`config.mk`:
```
export PLATFORM = sky130hd
export DESIGN_NAME = ms_tdc
export DESIGN_NICKNAME = d
export VERILOG_FILES = /design/src/rtl/ms_tdc.sv
export SDC_FILE = /design/constraint.sdc
export NUM_CORES = 1
export LEC_CHECK = 0
export BUFFER_PORTS_ARGS = -buffer_cell sky130_fd_sc_hd__buf_2
export CORE_MARGIN = 4
export CORE_UTILIZATION = 55
export CTS_BUF_LIST = sky130_fd_sc_hd__clkbuf_4 sky130_fd_sc_hd__clkbuf_8
export DETAILED_ROUTE_END_ITERATION = 8
export PLACE_DENSITY_LB_ADDON = 0.3
export SYNTH_ARGS = -nofsm -noshare
export SYNTH_HDL_FRONTEND = slang
export SYNTH_SLANG_ARGS = --single-unit
```
`constraint.sdc`:
```
create_clock -name clk -period 7.45 [get_ports clk]
set_clock_uncertainty 0.2 [all_clocks]
set_input_delay 1.49 -clock clk [delete_from_list [all_inputs] [get_ports clk]]
set_output_delay 1.49 -clock clk [all_outputs]
set_load 0.005 [all_outputs]
```
`src/rtl/ms_tdc.sv`:
```
module ms_tdc #(
  parameter int CNT_W = 16,
  parameter int NCH   = 9,
  parameter int PH    = 8
) (
  input  logic                          clk,
  input  logic                          rst_n,
  input  logic                          start,
  input  logic                          osc_in,
  input  logic [PH-1:0]                 phase_in,
  input  logic [7:0]                    div_ratio,
  output logic                          busy,
  output logic [$clog2(NCH)-1:0]        sel_chan,
  output logic                          res_valid,
  output logic [$clog2(NCH)-1:0]        res_chan,
  output logic [CNT_W+$clog2(PH)-1:0]   res_value,
  output logic                          res_ovf
);
  localparam int FW = $clog2(PH);
  localparam int RW = CNT_W + FW;
  localparam int CW = $clog2(NCH);
  localparam logic [CNT_W-1:0] CMAX = '1;

  typedef enum logic [1:0] {IDLE, SETTLE, MEAS} st_t;
  st_t st;

  logic [2:0]       osc_s;
  logic [8:0]       ecnt, n_eff;
  logic [CNT_W-1:0] cnt, cnt_nxt;
  logic             ovf, ovf_n, rise, hit;
  logic [FW-1:0]    fine, fstart;

  assign rise    = osc_s[1] & ~osc_s[2];
  assign n_eff   = (div_ratio == 8'd0) ? 9'd256 : {1'b0, div_ratio};
  assign hit     = rise && (ecnt + 9'd1 == n_eff);
  assign cnt_nxt = (cnt == CMAX) ? CMAX : cnt + 1'b1;
  assign ovf_n   = ovf | (cnt == CMAX);
  assign busy    = (st != IDLE);

  always_comb begin
    fine = '0;
    for (int i = 1; i < PH; i++) fine = fine + FW'(phase_in[i]);
  end

  always_ff @(posedge clk or negedge rst_n) begin
    if (!rst_n) osc_s <= '0;
    else        osc_s <= {osc_s[1:0], osc_in};
  end

  always_ff @(posedge clk or negedge rst_n) begin
    if (!rst_n) begin
      st        <= IDLE;
      ecnt      <= '0;
      cnt       <= '0;
      ovf       <= 1'b0;
      fstart    <= '0;
      sel_chan  <= '0;
      res_valid <= 1'b0;
      res_chan  <= '0;
      res_value <= '0;
      res_ovf   <= 1'b0;
    end else begin
      res_valid <= 1'b0;
      case (st)
        IDLE: if (start) begin
          st       <= SETTLE;
          sel_chan <= '0;
          ecnt     <= '0;
        end
        SETTLE: if (rise) begin
          if (hit) begin
            st     <= MEAS;
            ecnt   <= '0;
            cnt    <= '0;
            ovf    <= 1'b0;
            fstart <= fine;
          end else ecnt <= ecnt + 9'd1;
        end
        MEAS: begin
          cnt <= cnt_nxt;
          ovf <= ovf_n;
          if (rise) begin
            if (hit) begin
              res_valid <= 1'b1;
              res_chan  <= sel_chan;
              res_ovf   <= ovf_n;
              res_value <= ovf_n ? {RW{1'b1}}
                                 : {cnt_nxt, {FW{1'b0}}} + RW'(fine) - RW'(fstart);
              ecnt      <= '0;
              if (sel_chan == CW'(NCH-1)) st <= IDLE;
              else begin
                st       <= SETTLE;
                sel_chan <= sel_chan + 1'b1;
              end
            end else ecnt <= ecnt + 9'd1;
          end
        end
        default: st <= IDLE;
      endcase
    end
  end
endmodule

```
Word-level counts from Yosys, hierarchy flattened
Cells that the tools add are included.

operators by class
  $add $sub $neg = 11
  eq/ne operators = 12
  mux-type cells = 28
  bitwise logic cells = 3
  reduce and logical (&&, ||, !) cells = 14

operator list
  kind                   count
  $mux 16                3
  $mux 9                 4
  $pmux 16 s2            1
  $add 19x3->19          1
  $mux 19                1
  $sub 19x3->19          1
  $pmux 9 s2             1
  $add 16x1->16 const B  1
  $eq 16x16->1 const B   1
  $mux 4                 4
  $add 3x1->3            4
  $ne 2x2->1 const B     6
  $reduce_and 3->1       4
  $mux 2                 5
  $reduce_and 5->1       2
  $add 9x1->9 const B    1
  $eq 9x9->1             1
  $logic_not 8->1        1
  $pmux 4 s2             1
  $reduce_bool 2->1      4
  $mux 1                 6
  $pmux 2 s3             1
  $add 4x1->4 const B    1
  $eq 4x4->1 const B     1
  other kinds (12)       12

storage, ports and cells
  flip-flop bits (word level) = 63
  input port bits = 20
  output and inout bits = 30
  logic and storage cells = 79

Depth between registers and ports, before layout
Gate-level depths: netlist of run 1.

  word-level depth = 9
  mapped depth = 16
  depth with buffers taken out = 16

Worst setup path after synthesis of run 1
OpenSTA, ideal clock, no wires.

  path kind = in2reg
  start point = in phase_in[1]
  end point = reg res_value[13]
  setup time = 0.125 ns
  arrival time = 5.238 ns
  required time = 7.125 ns
  slack = 1.887 ns
  stages on the path = 16
  path buffers = 0
  cell sequence = fa_1 > inv_1 > fa_1 > inv_1 > fa_1 > inv_1 > fa_1 > inv_1 > ha_1 > nor2b_1 > o21ai_0 > and3_1 > nor4b_1 > nand3_1 > mux2i_1 > mux2_2

on the way
  word-level cells in the longest chain between the ends = 9

ends and longest elaborated chain
  what                      line  source
  start, declared           10    input logic [PH-1:0] phase_in,
  $add 1x1->2               42    for (int i = 1; i < PH; i++) fine = fine + FW'(phase_in[i]);
  $add 2x1->3               42
  $add 3x1->3 (4 in a row)  42
  named net fine[1]         31    logic [FW-1:0] fine, fstart;
  $add 19x3->19             88    : {cnt_nxt, {FW{1'b0}}} + RW'(fine) - RW'(fstart);
  $sub 19x3->19             88
  $mux 19                   87    res_value <= ovf_n ? {RW{1'b1}}
  end signal, assigned      87
  end, declared             16    output logic [CNT_W+$clog2(PH)-1:0] res_value,

The timed path passes the listed nets, and every way through them passes these cells.
A chain may end at the register's enable or synchronous reset.

Worst setup path in the final report of run 1
Ends and elaborated chain as after synthesis.

==> flow_summary_export.csv, run 1 <==
group,metric,value,unit
sta,hold-worst-slack,0.153,ns
sta,rsz0062_at_grt,"false",
sta,slew_headroom,0.282,
worst_setup_path,crit_path_max_incr_delay,0.83,ns
power,total_power,0.823,mW
logic_synthesis,yosys.area.top_type_share,0.389,
worst_setup_path,r2r_start,"ecnt[0]",
clock_tree,cts_hold_buf,0,
route,detail-route-antenna-nets,0,
layout,nNetsFinal,509,
clock_tree,cts_setup_buffers,0,
floorplanning,die_h,93.9,um
logic_synthesis,syn_area,0.00405,mm^2
sta,fin_tns_setup,0,ns
logic_synthesis,yosysWarnings,0,
worst_setup_path,crit_fanout,4,
layout,syn2layout_area_growth,11.4,%
clock_tree,cts_buffer_depth,2,
clock_tree,cts_tree,"done",
logic_synthesis,synth_top_family_by_area,"compound AO/OA/AOI/OAI gates",
logic_synthesis,synth.avg_cell_area,9.41,um^2
grt,grt_overflow,0,
layout,multi_input_area,0.00230,mm^2
worst_setup_path,slowest_stage,"nor4b_1",
worst_setup_path,crit_path_start,"phase_in[1]",
route,met1_length,3870,um
route,wl_met2,4530,um
placement,port_buffers,48,
logic_synthesis,synth-seq-cells,63,
power,max-vdd-ir-drop,0.122,mV
layout,final_core_util,0.626,
clock_tree,cts_resized,0,
grt,grt_pass1_wl,14900,um
worst_setup_path,crit_chain,"buf_2, fa_1, inv_1, fa_1, inv_1, fa_1, inv_1, fa_1, inv_1, ha_1, nor2b_1, o21ai_0, and3_1, nor4b_1, nand3_1, mux2i_1, mux2_2",
logic_synthesis,seq_area_frac_synth,0.389,
floorplanning,ios,50,
route,top_layer,"met4",
floorplanning,die_x,93.9,um
route,vias,3476,
logic_synthesis,yosysUniqueCellTypes,58,
sta,worst_pin_slew,1.07,ns
sta,fmax,171,MHz
hold_path,hold_class,"reg -> reg",
logic_synthesis,synth_simple_gate_area_frac,0.187,
logic_synthesis,synth_most_common_cell,"dfrtp_1",
worst_setup_path,cp-start-kind,"primary input",
power,p_leak,2.11,nW
route,dr.pass1.iters,4,
route,wire_per_inst,15.7,um
logic_synthesis,synth.area.mux_share,0.0231,
layout,register_area,0.00158,mm^2
placement,dpl.hpwl,6520,um
logic_synthesis,syn_inst,431,
logic_synthesis,synthAdderAreaFrac,0.0586,
clock_tree,cts_buffers,9,
status,status,"finished, final reports clean",
logic_synthesis,synth_xor_xnor_area_share,0.0756,
sta,setup_ws,1.58,ns
grt,antenna_found_initial,0,
floorplanning,core,0.00721,mm^2
grt,grt_max_degree,64,
logic_synthesis,synthTopCellsByCount,"dfrtp_1, a21oi_1, nand2_1",
grt,grt_usage,0.211,
route,viasPerCell,6.02,
sta,setup_viol,0,
worst_setup_path,critPathKind,"in -> reg",
floorplanning,rows,31,
route,drc_errors,0,
clock_tree,cts_root_buf,"clkbuf_8",
clock_tree,cts.sinks,63,
sta,fin_crit_sh,0.787,
worst_setup_path,worstSetupEndpointType,"register",
clock_tree,h-tree-depth,3,
logic_synthesis,yosys.area.top_type,"dfrtp_1",
sta,min_period,5.87,ns
route,met3_length,472,um
worst_setup_path,required,7.48,ns
placement,gp_congestion,0.932,
logic_synthesis,synth.area.top_cells,"dfrtp_1, xnor2_1, a21oi_1, ha_1, nand2_1",
logic_synthesis,synth_ff_type,"dfrtp_1",
floorplanning,initial_utilization,0.562,
clock_tree,path_clk_slew,0.08,ns
logic_synthesis,synth_compound_area_frac,0.223,
power,power_density,182,mW/mm^2
sta,drv_slew,0,
layout,drive_gt1_frac,0.163,
floorplanning,dieArea,0.00881,mm^2
layout,diodes,0,
hold_path,min_from,"osc_s[0]",
clock_tree,insertion_delay,0.35,ns
logic_synthesis,synth_edf_count,0,
layout,fillers,652,
flow_run,maxCapViolations,0,
logic_synthesis,synth_fp_nets,467,
worst_setup_path,cp.arrival,5.90,ns
route,routed_wl,9050,um
grt,grt_pass1_vias,3268,
sta,hold_violations,0,
route,drt_iter0_drc,302,
placement,place_ws,1.24,ns
logic_synthesis,async_flop_share,1.00,
==> power by group <==
part	internal [mW]	switching [mW]
registers	0.352	0.0112
logic	0.0685	0.121
clock network	0.120	0.149
total	0.541	0.282
==> registers in the layout, indices dropped and copies added, names as in the netlist <==
name	cells
res_valid	1
st	2
res_chan	4
res_ovf	1
fstart	3
osc_s	3
ovf	1
ecnt	9
sel_chan	4
cnt	16
res_value	19
==> layout make-up <==
cell class              count  area share
clock buffers               9      0.0274
clock inverters             7      0.0111
inverters                  23      0.0191
multi-input cells         326       0.509
flip-flops and latches     63       0.349
well taps                  99      0.0274
repair buffers             50      0.0565
==> layout by cell type, fill, tap and decap left out, types with 4 or more instances in the layout <==
cell,count
buf_2,48
ha_1,11
o22a_1,8
a31oi_1,7
nor2b_1,6
a21oi_1,30
and3_1,12
o2bb2ai_1,10
clkbuf_8,9
nand3_1,20
a21o_1,14
a22o_1,7
nand4_1,11
nor2_1,20
nand2_1,30
dfrtp_1,63
xnor2_1,24
mux2i_1,6
inv_1,23
a211oi_1,4
nor4_1,4
o21ai_0,19
nor3_1,10
and4_1,5
xor2_1,11
nand2b_1,6
fa_1,5
==> metrics by stage <==
stage                     instances  instance area, um^2
after global routing            577                 4520
final                           577                 4520
after floorplan                 431                 4050
after detailed placement        561                 4340
after CTS                       577                 4520
after global placement          561                 4340
==> worst max-delay path, delay by kind of cell <==
family,cells,cell delay [ns]
buffers and inverters,5,0.36
multiplexers,2,0.43
adder cells (fa/ha/maj),5,2.03
AO/OA/AOI/OAI,1,0.20
AND/OR/NAND/NOR,4,1.40
==> final timing paths <==
path,endpoint,slack [ns],cells after the start
max,res_value[13],1.58,17
min,osc_s[1],0.15,0
max reg2reg,res_value[13],3.58,7
min reg2reg,osc_s[1],0.15,0
max in group asynchronous,cnt[4],5.43,2
min in group asynchronous,res_value[16],1.08,2
==> cell families after synthesis <==
family                     after synthesis
muxes                                    9
xor gates and xnor gates                35
buffers and inverters                   42
AOI/OAI and AO/OA                      126
DFF                                     63
adders and majority gates               16
and+or+nand+nor                        140
==> metal layers <==
layer | global-route usage | vias up
li1 | - | 1684
met1 | 0.267 | 1669
met2 | 0.355 | 100
met3 | 0.0409 | 23
met4 | 0.0854 | 0
met5 | 0 | -
No activity file was read; power rests on OpenSTA's default activity.
==> run 2, diff against run 1 <==
==> constraint.sdc (replaced) <==
create_clock -name clk -period 6.1 [get_ports clk]
set_clock_uncertainty 0.2 [all_clocks]
set_input_delay 1.22 -clock clk [delete_from_list [all_inputs] [get_ports clk]]
set_output_delay 1.22 -clock clk [all_outputs]
set_load 0.005 [all_outputs]
==> run 2 against run 1 <==
  * Global-route usage fell by 0.20 points
  * Sequential power is 22% higher
  * Hold slack better by 0.0059 ns
  * Critical endpoint unchanged
  * Sequential cell count unchanged
  * Clock-buffer cell count rose by 3
  * Routed wire length is 2.2% lower
  * Worst setup slack worse by 0.58 ns
  * Utilization increased by 0.64 points
  * Critical path depth is 1 higher
==> flow_summary_export.csv, run 2 (same netlist as run 1, synthesis figures left out) <==
group,metric,value,unit
grt,grt_max_degree,64,
sta,fin_tns_setup,0,ns
route,drt_iter0_drc,209,
grt,grt_usage,0.209,
grt,antenna_found_initial,0,
sta,min_period,5.10,ns
clock_tree,insertion_delay,0.34,ns
layout,final_core_util,0.632,
route,vias,3414,
route,detail-route-antenna-nets,0,
layout,fin_area,0.00456,mm^2
power,p_int,0.721,mW
sta,drv_slew,0,
clock_tree,path_clk_slew,0.07,ns
clock_tree,cts_buffer_depth,2,
worst_setup_path,critPathKind,"in -> reg",
grt,grt_overflow,0,
placement,dpl-instance-area,0.00436,mm^2
clock_tree,cts_buffers,9,
power,power.switching,0.326,mW
floorplanning,core,0.00721,mm^2
worst_setup_path,required,6.13,ns
floorplanning,ios,50,
flow_run,maxCapViolations,0,
layout,most-common-layout-cells,"dfrtp_1, buf_2, a21oi_1, nand2_1, xnor2_1",
grt,grt_pass1_wl,14700,um
placement,gp_congestion,0.900,
clock_tree,cts_setup_buffers,0,
power,max-vdd-ir-drop,0.208,mV
layout,top_regs,"res_value x19, cnt x16, ecnt x9",
floorplanning,rows,31,
sta,hold_violations,0,
placement,port_buffers,48,
layout,layout.cells.non_filler,580,
clock_tree,h-tree-depth,3,
power,power_density,230,mW/mm^2
route,drc_errors,0,
floorplanning,initial_utilization,0.562,
power,clkPwrFrac,0.352,
power,share_comb_of_total_power,0.224,
status,status,"finished, final reports clean",
route,routed_wl,8850,um
worst_setup_path,worstSetupEndpointType,"register",
hold_path,hold_class,"reg -> reg",
worst_setup_path,crit_fanout,4,
clock_tree,cts_resized,0,
layout,diodes,0,
power,p_seq_frac,0.423,
worst_setup_path,cp.arrival,5.13,ns
power,total_power,1.05,mW
sta,rsz0062_at_grt,"false",
layout,drive_gt1_frac,0.168,
layout,final_common_cell,"dfrtp_1",
power,p_sw_frac,0.311,
layout,regMostFlops,"res_value",
clock_tree,cts_hold_buf,0,
clock_tree,cts.sinks,63,
placement,place_inst,564,
layout,largest_register_ffs,19,
grt,grt_pass1_vias,3217,
clock_tree,cts_tree,"done",
route,wire_per_inst,15.3,um
layout,nNetsFinal,512,
sta,fmax,196,MHz
sta,fin_crit_sh,0.836,
sta,slew_headroom,0.483,
floorplanning,dieArea,0.00881,mm^2
route,dr.pass1.iters,5,
sta,worst_pin_slew,0.776,ns
power,p_leak,2.15,nW
sta,setup_viol,0,
clock_tree,cts_root_buf,"clkbuf_8",
placement,dpl.hpwl,6380,um
worst_setup_path,cp-start-kind,"primary input",
layout,syn2layout_area_growth,12.5,%
floorplanning,die_x,93.9,um
floorplanning,die_h,93.9,um
route,viasPerCell,5.89,
-- run 2: layout make-up --
cell class,instances,area (um^2)
clock buffers,12,153
clock inverters,4,45.0
fillers,624,2650
inverters,23,86.3
multi-input cells,326,2300
flip-flops and latches,63,1580
well taps,99,124
repair buffers,53,278
-- run 2: stage by stage --
step	setup WS [ns]	hold WS [ns]
global placement	0.706	0.145
CTS	1.00	0.161
detailed placement	0.628	0.136
floorplan	0.807	0.131
global route	0.764	0.173
finish	1.00	0.159
-- run 2: worst max-delay path: stages --
cell and delay [ns]:
buf_2 0.11, fa_1 0.52, inv_1 0.05, fa_1 0.47, inv_1 0.04, fa_1 0.35
inv_1 0.07, fa_1 0.47, inv_1 0.09, ha_1 0.22, nor2b_1 0.13, o21ai_0 0.20
and3_1 0.24, nor4b_1 0.24, buf_4 0.19, nand3_1 0.10, mux2i_1 0.15, mux2_2 0.26
-- run 2: power by group through the flow --
| stage | clock [mW] | sequential, mW | combinational (mW) |
|---|---|---|---|
| 2_1_floorplan | 0 | 0.447 | 0.179 |
| 6_report | 0.369 | 0.443 | 0.235 |
| 3_3_place_gp | 0 | 0.450 | 0.222 |
| 4_1_cts | 0.375 | 0.443 | 0.234 |
| 3_5_place_dp | 0 | 0.451 | 0.232 |
| 5_1_grt | 0.393 | 0.446 | 0.259 |
-- run 2: metal layers --
metal | track usage | routed length (um) | vias up
met2 | 0.342 | 4380 | 87
met4 | 0.0975 | 141 | 0
met1 | 0.274 | 3900 | 1636
met3 | 0.0280 | 417 | 17
met5 | 0 | 0 | -
li1 | - | - | 1674
-- run 2: path summary, 6_finish.rpt --
path                                 endpoint  cells past startpoint  slack (ns)        start
max in group asynchronous              cnt[1]                      2        4.35        rst_n
worst max-delay path            res_value[13]                     18        1.00  phase_in[1]
worst min-delay path                 osc_s[1]                      0        0.16     osc_s[0]
worst min register to register       osc_s[1]                      0        0.16     osc_s[0]
min in group asynchronous       res_value[17]                      2        0.84        rst_n
worst max register to register  res_value[18]                      8        3.01       cnt[0]
